--- src/rtl/adc_start_pkg.sv ---
package adc_start_pkg;
  typedef enum logic [1:0] {
    SRC_TIMER = 2'd0,
    SRC_SOFT  = 2'd1,
    SRC_PIN   = 2'd2,
    SRC_NONE  = 2'd3
  } src_e;
endpackage

--- src/rtl/pin_sync.sv ---
module pin_sync #(
  parameter int STAGES = 2
) (
  input  logic clk_i,
  input  logic rst_ni,
  input  logic d_i,
  output logic q_o,
  output logic vld_o
);
  logic [STAGES-1:0] q;
  logic [STAGES-1:0] vld;

  for (genvar i = 0; i < STAGES; i++) begin : g_stage
    if (i == 0) begin : g_first
      always_ff @(posedge clk_i or negedge rst_ni)
        if (!rst_ni) begin
          q[0]   <= 1'b0;
          vld[0] <= 1'b0;
        end else begin
          q[0]   <= d_i;
          vld[0] <= 1'b1;
        end
    end else begin : g_next
      always_ff @(posedge clk_i or negedge rst_ni)
        if (!rst_ni) begin
          q[i]   <= 1'b0;
          vld[i] <= 1'b0;
        end else begin
          q[i]   <= q[i-1];
          vld[i] <= vld[i-1];
        end
    end
  end

  assign q_o   = q[STAGES-1];
  assign vld_o = vld[STAGES-1];
endmodule

--- src/rtl/edge_det.sv ---
module edge_det (
  input  logic clk_i,
  input  logic rst_ni,
  input  logic lvl_i,
  input  logic vld_i,
  output logic rise_o,
  output logic fall_o
);
  logic prev_q, arm_q;

  // prev tracks the pin in every mode, so a mode switch cannot fake an edge
  always_ff @(posedge clk_i or negedge rst_ni)
    if (!rst_ni) begin
      prev_q <= 1'b0;
      arm_q  <= 1'b0;
    end else begin
      prev_q <= lvl_i;
      arm_q  <= vld_i;
    end

  assign rise_o = arm_q &  lvl_i & ~prev_q;
  assign fall_o = arm_q & ~lvl_i &  prev_q;
endmodule

--- src/rtl/trig_gate.sv ---
module trig_gate
  import adc_start_pkg::*;
(
  input  logic clk_i,
  input  logic rst_ni,
  input  src_e src_i,
  input  logic fall_sel_i,
  input  logic sw_i,
  input  logic tmr_i,
  input  logic rise_i,
  input  logic fall_i,
  input  logic busy_i,
  output logic start_o
);
  logic hit, start_q;

  always_comb begin
    unique case (src_i)
      SRC_TIMER: hit = tmr_i;
      SRC_SOFT:  hit = sw_i;
      SRC_PIN:   hit = fall_sel_i ? fall_i : rise_i;
      default:   hit = 1'b0;
    endcase
  end

  // drop, never queue: busy or a pulse in flight kills the trigger
  always_ff @(posedge clk_i or negedge rst_ni)
    if (!rst_ni) start_q <= 1'b0;
    else         start_q <= hit & ~busy_i & ~start_q;

  assign start_o = start_q;
endmodule

--- src/rtl/adc_start_sel.sv ---
module adc_start_sel
  import adc_start_pkg::*;
#(
  parameter int SYNC_STAGES = 2
) (
  input  logic       clk_i,
  input  logic       rst_ni,
  input  logic [1:0] mode_i,
  input  logic       fall_i,
  input  logic       sw_start_i,
  input  logic       tmr_ovf_i,
  input  logic       pin_i,
  input  logic       busy_i,
  output logic       start_o
);
  logic pin_s, pin_vld, pin_rise, pin_fall;

  pin_sync #(.STAGES(SYNC_STAGES)) i_sync (
    .clk_i (clk_i),
    .rst_ni(rst_ni),
    .d_i   (pin_i),
    .q_o   (pin_s),
    .vld_o (pin_vld)
  );

  edge_det i_edge (
    .clk_i (clk_i),
    .rst_ni(rst_ni),
    .lvl_i (pin_s),
    .vld_i (pin_vld),
    .rise_o(pin_rise),
    .fall_o(pin_fall)
  );

  trig_gate i_gate (
    .clk_i     (clk_i),
    .rst_ni    (rst_ni),
    .src_i     (src_e'(mode_i)),
    .fall_sel_i(fall_i),
    .sw_i      (sw_start_i),
    .tmr_i     (tmr_ovf_i),
    .rise_i    (pin_rise),
    .fall_i    (pin_fall),
    .busy_i    (busy_i),
    .start_o   (start_o)
  );
endmodule

--- config.mk ---
export PLATFORM = sky130hd
export DESIGN_NAME = adc_start_sel
export DESIGN_NICKNAME = d
export VERILOG_FILES = /design/src/rtl/adc_start_pkg.sv /design/src/rtl/pin_sync.sv /design/src/rtl/edge_det.sv /design/src/rtl/trig_gate.sv /design/src/rtl/adc_start_sel.sv
export SDC_FILE = /design/constraint.sdc
export NUM_CORES = 1
export LEC_CHECK = 0
export ABC_AREA = 1
export ABC_CLOCK_PERIOD_IN_PS = 2300
export CAP_MARGIN = 20
export CORE_AREA = 3 3 40 42
export DETAILED_ROUTE_END_ITERATION = 16
export DIE_AREA = 0 0 43 45
export SETUP_SLACK_MARGIN = 0.05
export SLEW_MARGIN = 0
export SYNTH_ARGS = -nofsm -noshare
export SYNTH_HDL_FRONTEND = slang
export SYNTH_HIERARCHICAL = 1
export SYNTH_SLANG_ARGS = --single-unit
export TNS_END_PERCENT = 100
--- constraint.sdc ---
create_clock -name clk_i -period 2.3 [get_ports clk_i]
set_input_delay 0.46 -clock clk_i [delete_from_list [all_inputs] [get_ports clk_i]]
set_output_delay 0.46 -clock clk_i [all_outputs]
set_load 0.01 [all_outputs]
==> reports/qor.yml <==
gp_congestion: 0.593
fmax_mhz: 614
initial_core_util_pct: 19.7
cts_htree_levels: 1
synth_cell_types: 8
cts_buffer_depth: 2
slowest_delay_ns: 0.55
grt_pass1_vias: 185
path_class: "reg2out"
r2r_start: "i_edge/prev_q"
cts-root-buf: "clkbuf_4"
clock_latency_ns: 0.24
first_pass_iters: 2
seq_area_um2: 175
final_cell_mix: "clkdlybuf4s50_1 (9), nand2_1 (7), dfrtp_1 (7), nor2_1 (4)"
synth_nets: 34
endpoint: "start_o"
grt_util_met2_pct: 6.29
antennaDiodeCount: 0
power.static_leakage_nw: 0.183
cp.arrival_ns: 1.17
drv_slew: 0
io_pins: 10
wl_per_cell_um: 7.25
clk_pin_slew_ns: 0.05
setup.worst_path.end_class: "output port"
dieArea_mm2: 0.00194
portBuffers: 9
cts_sinks: 7
yosysWarningCount: 6
cts_tree: "done"
multi_input_area_um2: 66.3
grt.busiest_layer: "met2"
remaining_drc_errors: 0
final.fill_count: 135
wl_um: 384
peakVddDrop_uv: 297
cp.required_ns: 1.84
reg2reg_slack_ns: 1.44
startpoint: "i_gate/start_o"
std_cell_rows: 13
grt_util_all_layers_pct: 5.06
start_kind: "register"
worst_slack_ns: 0.670
design.core.area_mm2: 0.00128
hold_buffers: 0
slowest_stage: "clkdlybuf4s50_1"
synth.avg_cell_area_um2: 10.1
power.density_mw_per_mm2: 686
grt_max_degree: 8
rsz0062_at_grt: "false"
worstPathMaxFanout: 2
antenna_found_initial: 0
hp-class: "reg2reg"
synth_seq_area_share_pct: 69.3
fp.dieH_um: 45
finalHoldViolations: 0
maxCapViolCount: 0
post-cts-setup-buffers: 0
final_common_cell: "clkdlybuf4s50_1"
grtUsageMet3_pct: 3.98
grt_first_pass_wirelength_um: 676
path_buf_inv: 1
drt-initial-drc-count: 3
run_status: "completed"
setup_viol: 0
grt_use_met1_pct: 5.75
finalSetupTns_ns: 0
finClkSkew_ns: 0.00507
chipWidth_um: 43
crit_chain: "clkdlybuf4s50_1"
drive_above_1_share_pct: 10.5
post-place-ws_ns: 0.917
post-route-period-util_pct: 70.9
vias: 185
path_depth: 1
netlist_area_um2: 253
layout.nets: 48
r2r-end: "i_gate/start_o"
period_needed_ns: 1.63
cts-resized-gates: 0
cts_buffers: 3
cpLargestDelayFamily: "buffers and inverters"
detail-route-antenna-nets: 0
detail_route.vias_per_cell: 3.49
yosys_register_bits: 7
rr_worst_depth: 6
overflow: 0
area_growth_pct: 53.5
synth_cells: 25
registers in the layout (all words and copies together), names as in the netlist:
name,flops
i_sync/q_o,1
i_edge/prev_q,1
i_edge/arm_q,1
i_sync/q,1
i_sync/vld,1
i_gate/start_o,1
i_sync/vld_o,1
Yosys cell counts:
master | instances | share of area (%)
a21oi_1 | 1 | 2.0
conb_1 | 1 | 1.5
dfrtp_1 | 7 | 69
inv_1 | 3 | 4.5
nand2_1 | 7 | 10
nand3_1 | 1 | 2.0
nor2_1 | 4 | 5.9
nor2_4 | 1 | 4.5
cell type report:
type / instances / area share [%]
tap: 15 / 4.84
clock buffer: 4 / 6.77
multi-input combinational: 15 / 17.1
sequential: 7 / 45.2
timing repair buffer: 9 / 23.2
inverter: 3 / 2.90
worst register-to-register path: stages, from the launching register on:
cell	delay, ns
dfrtp_1	0.37
nand2_1	0.06
nor2_1	0.04
nand2_1	0.05
nand2_1	0.04
a21oi_1	0.11
nor2_1	0.06
kinds of logic after synthesis:
family | after synthesis | synth area share (%)
simple gates | 13 | 22.8
flops | 7 | 69.3
buf+inv | 3 | 4.46
compound gates | 1 | 1.98
other cells | 1 | 1.48
where the power goes:
part	total, mW	switching [mW]	internal [mW]	leakage [nW]
registers	0.133	0.00320	0.130	0.0833
clock network	0.106	0.0400	0.0659	0.0150
logic	0.0271	0.00957	0.0175	0.0843
total	0.266	0.0527	0.213	0.183
metrics by stage:
| step | utilization, % | hold WS (ns) | cells | power (mW) | area, um2 |
|---|---|---|---|---|---|
| global placement | 28.1 | 0.333 | 49 | 0.162 | 362 |
| CTS | 30.2 | 0.342 | 53 | 0.273 | 388 |
| global route | 30.2 | 0.356 | 53 | 0.282 | 388 |
| floorplan | - | 0.164 | 25 | 0.142 | 253 |
| detailed placement | 28.1 | 0.336 | 49 | 0.163 | 362 |
| finish | 30.2 | 0.344 | 53 | 0.266 | 388 |
worst min path at each step:
stage	from	end	depth (start not counted)
finish	i_sync/q[0]	i_sync/q_o	0
global route	i_sync/vld_o	i_edge/arm_q	0
CTS	i_sync/q[0]	i_sync/q_o	0
detailed placement	i_sync/q[0]	i_sync/q_o	0
global placement	i_sync/vld_o	i_edge/arm_q	0
floorplan	rst_ni	i_edge/arm_q	0
metal layers:
metal  routed length, um  part of all wire (%)
met5                   0                     0
met4                   0                     0
met3                  39                    10
met2                 165                    43
met1                 179                    47
(Power assumes the default switching activity.)
